`src/rtl/wdog_pkg.sv`:
```
package wdog_pkg;
  localparam logic [15:0] UNLOCK_KEY = 16'hC45A;
  localparam int ESC_LEVEL = 4;
  localparam int CNT_W = $clog2(ESC_LEVEL + 1);
  localparam int SEL_W = 4;
  localparam logic [15:0] CFG_MASK = 16'hD01F;
  localparam int CFG_PER_BIT = 4;
  localparam int CFG_IRQ_BIT = 12;
  localparam int CFG_SYS_BIT = 14;
  localparam int CFG_CAR_BIT = 15;
  localparam int CMD_START_BIT = 0;
  localparam int CMD_STOP_BIT = 1;
  localparam int TMR_EN_BIT = 31;
  localparam int TMR_RLD_BIT = 30;
  localparam int TMR_CLR_BIT = 30;
  localparam int CMD_RUN_BIT = 31;
  localparam int CMD_CNT_LSB = 16;

  typedef struct packed {
    logic [SEL_W-1:0] sel;
    logic             periodic;
    logic             irq_en;
    logic             sys_en;
    logic             car_en;
  } wd_cfg_t;
endpackage

```
`src/rtl/wdog_tmr.sv`:
```
module wdog_tmr #(
  parameter int PERIOD_W = 29
) (
  input  logic                clk,
  input  logic                rst,
  input  logic                tick,
  input  logic                val_we,
  input  logic                val_en,
  input  logic                val_rld,
  input  logic [PERIOD_W-1:0] val_period,
  input  logic                clr_we,
  output logic [31:0]         val_q,
  output logic [PERIOD_W-1:0] cnt_q,
  output logic                pend_q,
  output logic                expire_q
);
  logic                en_q;
  logic                rld_q;
  logic [PERIOD_W-1:0] period_q;
  logic                hit;

  assign hit = en_q && tick && (cnt_q <= PERIOD_W'(1));

  always_ff @(posedge clk) begin
    if (rst) begin
      en_q     <= 1'b0;
      rld_q    <= 1'b0;
      period_q <= '0;
      cnt_q    <= '0;
      pend_q   <= 1'b0;
      expire_q <= 1'b0;
    end else begin
      expire_q <= 1'b0;
      if (clr_we) pend_q <= 1'b0;
      if (val_we) begin
        en_q     <= val_en;
        rld_q    <= val_rld;
        period_q <= val_period;
        cnt_q    <= val_period;
      end else if (en_q && tick) begin
        if (hit) begin
          expire_q <= 1'b1;
          pend_q   <= 1'b1;
          cnt_q    <= period_q;
          if (!rld_q) en_q <= 1'b0;
        end else begin
          cnt_q <= cnt_q - PERIOD_W'(1);
        end
      end
    end
  end

  always_comb begin
    val_q = '0;
    val_q[31] = en_q;
    val_q[30] = rld_q;
    val_q[PERIOD_W-1:0] = period_q;
  end
endmodule

```
`src/rtl/wdog_core.sv`:
```
module wdog_core
  import wdog_pkg::*;
(
  input  logic             clk,
  input  logic             rst,
  input  wd_cfg_t          cfg,
  input  logic             cmd_we,
  input  logic             cmd_start,
  input  logic             cmd_stop,
  input  logic             unlock_we,
  input  logic [15:0]      unlock_data,
  input  logic             exp_in,
  output logic             running_q,
  output logic [CNT_W-1:0] cnt_q,
  output logic             armed_q,
  output logic             irq_q,
  output logic             sys_q,
  output logic             car_q
);
  localparam logic [CNT_W-1:0] TOP  = CNT_W'(ESC_LEVEL);
  localparam logic [CNT_W-1:0] LAST = CNT_W'(ESC_LEVEL - 1);

  always_ff @(posedge clk) begin
    if (rst) begin
      running_q <= 1'b0;
      cnt_q     <= '0;
      armed_q   <= 1'b0;
      irq_q     <= 1'b0;
      sys_q     <= 1'b0;
      car_q     <= 1'b0;
    end else begin
      if (unlock_we) armed_q <= (unlock_data == UNLOCK_KEY);
      if (cmd_we) begin
        armed_q <= 1'b0;
        if (cmd_stop && armed_q) begin
          running_q <= 1'b0;
          cnt_q     <= '0;
          irq_q     <= 1'b0;
        end else if (cmd_start) begin
          running_q <= 1'b1;
          cnt_q     <= '0;
          irq_q     <= 1'b0;
        end
      end else if (exp_in && running_q) begin
        if (cnt_q < TOP) cnt_q <= cnt_q + CNT_W'(1);
        if (cnt_q == '0 && cfg.irq_en) irq_q <= 1'b1;
        if (cnt_q == LAST) begin
          if (cfg.sys_en) sys_q <= 1'b1;
          if (cfg.car_en) car_q <= 1'b1;
        end
        if (!cfg.periodic) running_q <= 1'b0;
      end
    end
  end
endmodule

```
`src/rtl/wdog_escalator.sv`:
```
module wdog_escalator
  import wdog_pkg::*;
#(
  parameter int NUM_TMR  = 2,
  parameter int ADDR_W   = 6,
  parameter int PERIOD_W = 29
) (
  input  logic               clk,
  input  logic               rst,
  input  logic               tick_us,
  input  logic               bus_we,
  input  logic               bus_re,
  input  logic [ADDR_W-1:0]  bus_addr,
  input  logic [31:0]        bus_wdata,
  output logic [31:0]        bus_rdata,
  output logic               wd_irq,
  output logic               sys_rst_req,
  output logic               car_rst_req,
  output logic [NUM_TMR-1:0] tmr_irq
);
  localparam int TIDX_W = ADDR_W - 4;

  logic              wd_region;
  logic [1:0]        wd_off;
  logic [TIDX_W-1:0] t_idx;
  logic              t_off;
  logic              cfg_we;
  logic              cmd_we;
  logic              unlock_we;
  logic [15:0]       cfg_q;
  wd_cfg_t           cfg;
  logic              sel_pulse;
  logic              running;
  logic [CNT_W-1:0]  exp_cnt;
  logic              armed;

  logic [NUM_TMR-1:0]  t_val_we;
  logic [NUM_TMR-1:0]  t_clr_we;
  logic [NUM_TMR-1:0]  t_exp;
  logic [NUM_TMR-1:0]  t_pend;
  logic [31:0]         t_val [NUM_TMR];
  logic [PERIOD_W-1:0] t_cnt [NUM_TMR];

  assign wd_region = !bus_addr[ADDR_W-1];
  assign wd_off    = bus_addr[3:2];
  assign t_idx     = bus_addr[ADDR_W-2:3];
  assign t_off     = bus_addr[2];
  assign cfg_we    = bus_we && wd_region && (wd_off == 2'd0);
  assign cmd_we    = bus_we && wd_region && (wd_off == 2'd2);
  assign unlock_we = bus_we && wd_region && (wd_off == 2'd3);

  always_ff @(posedge clk) begin
    if (rst) cfg_q <= '0;
    else if (cfg_we) cfg_q <= bus_wdata[15:0] & CFG_MASK;
  end

  always_comb begin
    cfg.sel      = cfg_q[SEL_W-1:0];
    cfg.periodic = cfg_q[CFG_PER_BIT];
    cfg.irq_en   = cfg_q[CFG_IRQ_BIT];
    cfg.sys_en   = cfg_q[CFG_SYS_BIT];
    cfg.car_en   = cfg_q[CFG_CAR_BIT];
  end

  for (genvar g = 0; g < NUM_TMR; g++) begin : g_tmr
    assign t_val_we[g] = bus_we && !wd_region && (t_idx == TIDX_W'(g)) && !t_off;
    assign t_clr_we[g] = bus_we && !wd_region && (t_idx == TIDX_W'(g)) && t_off
                         && bus_wdata[TMR_CLR_BIT];
    wdog_tmr #(.PERIOD_W(PERIOD_W)) u_tmr (
      .clk        (clk),
      .rst        (rst),
      .tick       (tick_us),
      .val_we     (t_val_we[g]),
      .val_en     (bus_wdata[TMR_EN_BIT]),
      .val_rld    (bus_wdata[TMR_RLD_BIT]),
      .val_period (bus_wdata[PERIOD_W-1:0]),
      .clr_we     (t_clr_we[g]),
      .val_q      (t_val[g]),
      .cnt_q      (t_cnt[g]),
      .pend_q     (t_pend[g]),
      .expire_q   (t_exp[g])
    );
  end

  assign tmr_irq = t_pend;

  always_comb begin
    sel_pulse = 1'b0;
    for (int i = 0; i < NUM_TMR; i++) begin
      if (cfg.sel == SEL_W'(i)) sel_pulse = t_exp[i];
    end
  end

  wdog_core u_core (
    .clk         (clk),
    .rst         (rst),
    .cfg         (cfg),
    .cmd_we      (cmd_we),
    .cmd_start   (bus_wdata[CMD_START_BIT]),
    .cmd_stop    (bus_wdata[CMD_STOP_BIT]),
    .unlock_we   (unlock_we),
    .unlock_data (bus_wdata[15:0]),
    .exp_in      (sel_pulse),
    .running_q   (running),
    .cnt_q       (exp_cnt),
    .armed_q     (armed),
    .irq_q       (wd_irq),
    .sys_q       (sys_rst_req),
    .car_q       (car_rst_req)
  );

  logic [31:0] rd_next;
  always_comb begin
    rd_next = '0;
    if (wd_region) begin
      unique case (wd_off)
        2'd0: rd_next[15:0] = cfg_q;
        2'd2: begin
          rd_next[CMD_RUN_BIT] = running;
          rd_next[CMD_CNT_LSB +: CNT_W] = exp_cnt;
        end
        2'd3: rd_next[0] = armed;
        default: rd_next = '0;
      endcase
    end else begin
      for (int i = 0; i < NUM_TMR; i++) begin
        if (t_idx == TIDX_W'(i)) begin
          if (!t_off) rd_next = t_val[i];
          else begin
            rd_next[TMR_CLR_BIT] = t_pend[i];
            rd_next[PERIOD_W-1:0] = t_cnt[i];
          end
        end
      end
    end
  end

  always_ff @(posedge clk) begin
    if (rst) bus_rdata <= '0;
    else if (bus_re) bus_rdata <= rd_next;
  end
endmodule

```
`config.mk`:
```
export PLATFORM = sky130hd
export DESIGN_NAME = wdog_escalator
export DESIGN_NICKNAME = d
export VERILOG_FILES = /design/src/rtl/wdog_pkg.sv /design/src/rtl/wdog_tmr.sv /design/src/rtl/wdog_core.sv /design/src/rtl/wdog_escalator.sv
export SDC_FILE = /design/constraint.sdc
export NUM_CORES = 1
export LEC_CHECK = 0
export ABC_AREA = 1
export BUFFER_PORTS_ARGS = -buffer_cell sky130_fd_sc_hd__buf_2
export CORE_MARGIN = 2
export CORE_UTILIZATION = 45
export CTS_BUF_LIST = sky130_fd_sc_hd__clkbuf_4 sky130_fd_sc_hd__clkbuf_8 sky130_fd_sc_hd__clkbuf_16
export CTS_CLUSTER_DIAMETER = 60
export DETAILED_ROUTE_END_ITERATION = 8
export PLACE_DENSITY = 0.68
export SYNTH_ARGS = -nofsm -noshare
export SYNTH_HDL_FRONTEND = slang
export SYNTH_SLANG_ARGS = --single-unit
export TNS_END_PERCENT = 1
```
`constraint.sdc`:
```
create_clock -name clk -period 2.4 [get_ports clk]
set_input_delay 0.24 -clock clk [delete_from_list [all_inputs] [get_ports clk]]
set_output_delay 0.24 -clock clk [all_outputs]
set_load 0.1 [all_outputs]
```
---- Word level (Yosys, flattened, before mapping) ----
Index checks and enable logic that the tools add are counted.
operators by class
  $add $sub $neg .......................... 3
  multiply operators ...................... 0
  div/mod/pow operators ................... 0
  order comparisons ....................... 3
  equal/unequal tests ..................... 10
  shift operators ......................... 0
  mux-type cells .......................... 55
  bitwise logic cells ..................... 3
  reductions and logical operators ........ 43
operators by type and width
  operator               number
  $mux 29                8
  $mux 32                3
  $le 29x1->1 const B    2
  $sub 29x1->29 const B  2
  $mux 1                 36
  $logic_and 1x1->1      20
  $mux 3                 6
  $eq 16x16->1 const B   1
  $mux 15                1
  $reduce_and 3->1       5
  $reduce_bool 2->1      7
  $reduce_and 4->1       2
  $reduce_or 3->1        2
  $eq 2x2->1 const B     2
  $eq 4x1->1 const B     1
  $logic_not 2->1        2
  $logic_not 4->1        1
  $ne 2x1->1 const B     2
  $add 3x1->3 const B    1
  $eq 3x2->1 const B     1
  $logic_not 3->1        1
  $lt 3x3->1 const B     1
  $ne 3x2->1 const B     1
  $not 1->1              3
  5 further kinds        6
storage, ports and cells
  register bits ........................... 172
  bits in latches ......................... 0
  memory bits (writable) .................. 0
  memory bits (read-only) ................. 0
  input port bits ......................... 43
  output and inout bits ................... 37
  word-level logic and storage cells ...... 137
  memories kept ........................... 0

---- Depth between registers and ports, before layout ----
  depth in word-level cells ............... 8
  mapped depth ............................ 14
  depth with buffers taken out ............ 14

---- Cells and area by module ----
A second synthesis with hierarchy kept.
unflattened totals
  cells, all modules ...................... 1,760
  area, all modules ....................... 11,150.7 um^2
modules (own cells, without submodules)
  module          instances  cells an instance  area an instance (um^2)  sequential area each (um^2)
  wdog_tmr        2          556                3,667.3                  1,241.2
  wdog_escalator  1          572                3,334.4                  800.8
  wdog_core       1          76                 481.7                    160.2

---- Least setup slack after synthesis ----
Ideal clock, no wire load.
  kind .................................... in2reg
  from .................................... in bus_addr[2]
  to ...................................... reg cfg_q[14]
  setup time .............................. 0.128 ns
  arrival time ............................ 1.608 ns
  required time ........................... 2.272 ns
  path slack .............................. 0.664 ns
  stages .................................. 8
  path buffers ............................ 3
  path through ............................ inv_2 > clkbuf_1 > ha_1 > clkbuf_1 > nand3_1 > clkbuf_1 > o21ai_0 > a21oi_1
between the ends
  word-level cells in the longest chain between the ends .. 2
RTL lines
  what                  RTL line              RTL
  from (decl)           wdog_escalator.sv:13  input logic [ADDR_W-1:0] bus_addr,
  $logic_not 2->1       wdog_escalator.sv:48  assign cfg_we = bus_we && wd_region && (wd_off == 2'd0);
  $logic_and 1x1->1     wdog_escalator.sv:48
  to (signal assigned)  wdog_escalator.sv:54  else if (cfg_we) cfg_q <= bus_wdata[15:0] & CFG_MASK;
  to (decl)             wdog_escalator.sv:30  logic [15:0] cfg_q;
No other way between the ends.
A chain may end at the register's enable or synchronous reset.

---- Worst setup path in the final report ----
  from .................................... reg g_tmr[0].u_tmr.cnt_q[19]
  to ...................................... reg g_tmr[0].u_tmr.cnt_q[26]
between the ends
  word-level cells in the longest chain between the ends .. 5
  elaborated cells between the ends (all ways) .. 6
  those cells by class .................... 1 x add/sub; 1 x order compare; 3 x mux; 1 x reduce/logical
RTL lines
  what                    RTL line        RTL
  from (decl)             wdog_tmr.sv:13  output logic [PERIOD_W-1:0] cnt_q,
  from (signal assigned)  wdog_tmr.sv:39  cnt_q <= val_period;
  from (signal assigned)  wdog_tmr.sv:44  cnt_q <= period_q;
  from (signal assigned)  wdog_tmr.sv:47  cnt_q <= cnt_q - PERIOD_W'(1);
  $le 29x1->1             wdog_tmr.sv:22  assign hit = en_q && tick && (cnt_q <= PERIOD_W'(1));
  $logic_and 1x1->1       wdog_tmr.sv:22
  $mux 29 *               wdog_tmr.sv:41  if (hit) begin
  $mux 29 *               wdog_tmr.sv:40  end else if (en_q && tick) begin
  $mux 29 *               wdog_tmr.sv:35  if (val_we) begin
Every way passes the cells marked *; elsewhere a longest branch is shown, timed or not. The select of a mux whose other input is x is not followed.

==> impl_metrics.tcl <==
set metrics [dict create \
    post_synth_num_cell_types 42 \
    cts_tree "built" \
    fraction_of_the_yosys_area_taken_by_sequential_cells 0.3435 \
    layout_commonest_cell "sky130_fd_sc_hd__nand2_1" \
    fin_util 0.5182 \
    post-synth-top-area-fraction 0.3435 \
    first_pass_grt_wire_length_um 51520 \
    power_density_nw_per_um2 682.6 \
    run_status "completed" \
    grt_remaining_overflow 0 \
    fin_cells 1875 \
    cp_data_arrival_time_ns 2.48 \
    worst_hold_path.num_cells 3 \
    port_buffers 75 \
    crit_fanout 33 \
    dpl.cell_count 1843 \
    syn_area_um2 9965 \
    setup_total_negative_slack_ns 0 \
    max-slew-margin-rel 0.5124 \
    cp-start-kind "flop" \
    grt_max_degree 120 \
    gr-usage-all-layers 0.2777 \
    synth_fp_nets 1591 \
    post_cts_buffers 0 \
    clock_sinks 171 \
    critPathRequiredTime_ns 2.73 \
    synth.area.top_cells "sky130_fd_sc_hd__dfxtp_1, sky130_fd_sc_hd__nand2_1, sky130_fd_sc_hd__a21oi_1" \
    diodes 0 \
    drt_iter0_drc 972 \
    hold_path.class "in -> reg" \
    layout_worst_path_cycle_share 0.8977 \
    place_hpwl_um 23320 \
    netlist_instances 1538 \
    gpl.final_weighted_congestion 0.9384 \
    top_level_ports 80 \
    count_of_final_max_slew_check_failures 0 \
    endpoint_kind "flop" \
    power_leakage_nw 4.947 \
    final_period_minus_worst_setup_slack_ns 2.155 \
    tritoncts_buffer_count 17 \
    count_of_instances_resized_after_the_clock_tree_is_built 0 \
    floorplan.initialDensity 0.4580 \
    mostFrequentLayoutCells "sky130_fd_sc_hd__nand2_1, sky130_fd_sc_hd__inv_1, sky130_fd_sc_hd__a21oi_1, sky130_fd_sc_hd__dfxtp_1" \
    ir_worst_vdd_mv 0.4145 \
    hold_buffers 0 \
    path_cells "nor2_1 -> nand2_1 -> inv_1 -> nand2_1 -> nor2_1 -> nand2_1 -> nand2_4 -> nand2_4 -> nand2_1 -> nor2_1 -> nor2_1 -> nor2_1" \
    routed-via-count 10426 \
    die-width_um 152.8 \
    ctsHtreeMaxLevel 4 \
    clock_path_buffers 2 \
    drt.antenna.violating_nets 0 \
    antenna_found_initial 0 \
    dr.pass1.iters 7 \
    die-area_um2 23350 \
    die_h_um 152.8 \
    cts.clk_slew.worst_paths_ns 0.07 \
    crit_path_top_delay_cell "sky130_fd_sc_hd__dfxtp_1" \
    n_fill_cell 2226 \
    hold_path_origin "bus_wdata[30]" \
    worstReg2RegStart "g_tmr[0].u_tmr.cnt_q[19]" \
    yosysWarnings 0 \
    layout-area-overhead-vs-synth_pct 13.15 \
    setup_viol_count_final 0 \
    num_rows 54 \
    drive_above_1_share 0.1317 \
    fmax_mhz 464.1 \
    final-hold-violation-count 0 \
    vias_in_the_first_global_route 9609 \
    rsz_0062_raised_after_global_routing "false" \
    yosys.area.top_type "sky130_fd_sc_hd__dfxtp_1" \
    slowest_stage_delay_on_critical_path_ns 0.38 \
    clk_root_buffer_cell "sky130_fd_sc_hd__clkbuf_16" \
    clock_tree_skew_after_final_layout_ns 0.008208 \
    multi_input_comb_area_um2 5383 \
    core_region_area_um2 21760 \
    avgViaCountPerCell 5.561 \
    routed_wl_um 32810 \
    timing.max_cap.violations 0 \
    crit_top_cell "sky130_fd_sc_hd__nor2_1" \
    worst_r2r_path_depth 12 \
    crit_start "g_tmr[0].u_tmr.cnt_q[19]" \
    worst_slew_pin_slew_ns 0.7306 \
    drcViolationCount 0 \
    worstSkewPairLatency_ns 0.44 \
    synthesis.area_per_instance_um2 6.479 \
    detail_route.wl_per_cell_um 17.50 \
    register_area_um2 3423 \
    count_of_state_elements_after_synthesis 171 \
    layout.nets 1635 \
    path_class "reg -> reg" \
]
-- state kept, by name (all words and copies together) (netlist names), 2 cells and up --
name                  cells
g_tmr.u_tmr.cnt_q        58
g_tmr.u_tmr.period_q     58
bus_rdata                31
cfg_q                     8
u_core.cnt_q              3
g_tmr.u_tmr.en_q          2
g_tmr.u_tmr.expire_q      2
g_tmr.u_tmr.pend_q        2
g_tmr.u_tmr.rld_q         2
-- synth_stat cells (all sizes together) --
cell type,number
a21oi,204
a22o,1
a31o,2
a31oi,12
a32o,2
and2,2
and3,1
buf,30
clkbuf,50
clkinv,4
conb,1
dfxtp,171
ha,10
inv,201
nand2,319
nand3,90
nand3b,2
nand4,16
nor2,172
nor3,3
nor4,2
o211a,1
o211ai,5
o21ai,160
o22ai,52
or2,1
xnor2,3
xor2,21
-- final cells by class --
cell class / count / area share
inverter: 205 / 0.06825
tap: 280 / 0.03107
clock buffer: 18 / 0.03895
sequential: 171 / 0.3036
multi-input combinational: 1082 / 0.4774
timing repair buffer: 105 / 0.06015
clock inverter: 14 / 0.02053
-- where the power goes --
group	internal [mW]	switching, mW	leakage, nW	total (mW)
logic	0.469	1.09	3.23	1.56
registers	2.90	0.0495	1.38	2.94
clock network	1.91	1.28	0.329	3.19
total	5.27	2.42	4.95	7.70
-- stage by stage --
step                      setup WS, ns  total power, mW  hold slack, ns  cell area (um2)
after floorplan                 0.6639            4.122          0.3839             9965
after global placement          0.3215            4.520          0.4381            10600
after detailed placement        0.2980            4.538          0.4524            10600
after CTS                       0.2843            7.695         0.07554            11270
after global routing           0.09055            7.995          0.1004            11270
final                           0.2455            7.696         0.08941            11270
-- cells by family (layout without fill, tap and decap cells) --
group                      after synthesis  count (layout)  synth area share
AOI/OAI and AO/OA                      439             439            0.2384
xor gates and xnor gates                24              24           0.02110
adders and majority gates               10              10           0.01256
buffers and inverters                  285             342            0.1163
DFF                                    171             171            0.3435
other                                    1               1         0.0003763
and+or+nand+nor                        608             608            0.2677
-- final timing paths --
kind | endpoint | slack [ns]
worst max register to register | g_tmr[0].u_tmr.cnt_q[26] | 0.25
worst max-delay path | g_tmr[0].u_tmr.cnt_q[26] | 0.25
worst min register to register | u_core.irq_q | 0.46
worst min-delay path | g_tmr[0].u_tmr.rld_q | 0.09
-- critical path, delay by kind of cell (launching register included) --
kind          cells  cell delay, ns
buf+inv           1            0.07
flops             1            0.38
simple gates     11            1.61
-- routing by layer --
layer | track usage | part of all wire | wire (um)
met5 | 0 | 0 | 0
met3 | 0.04465 | 0.083 | 2715
met1 | 0.3792 | 0.44 | 14350
met2 | 0.4305 | 0.44 | 14400
met4 | 0.1292 | 0.041 | 1345
No activity file was read; power rests on OpenSTA's default activity.
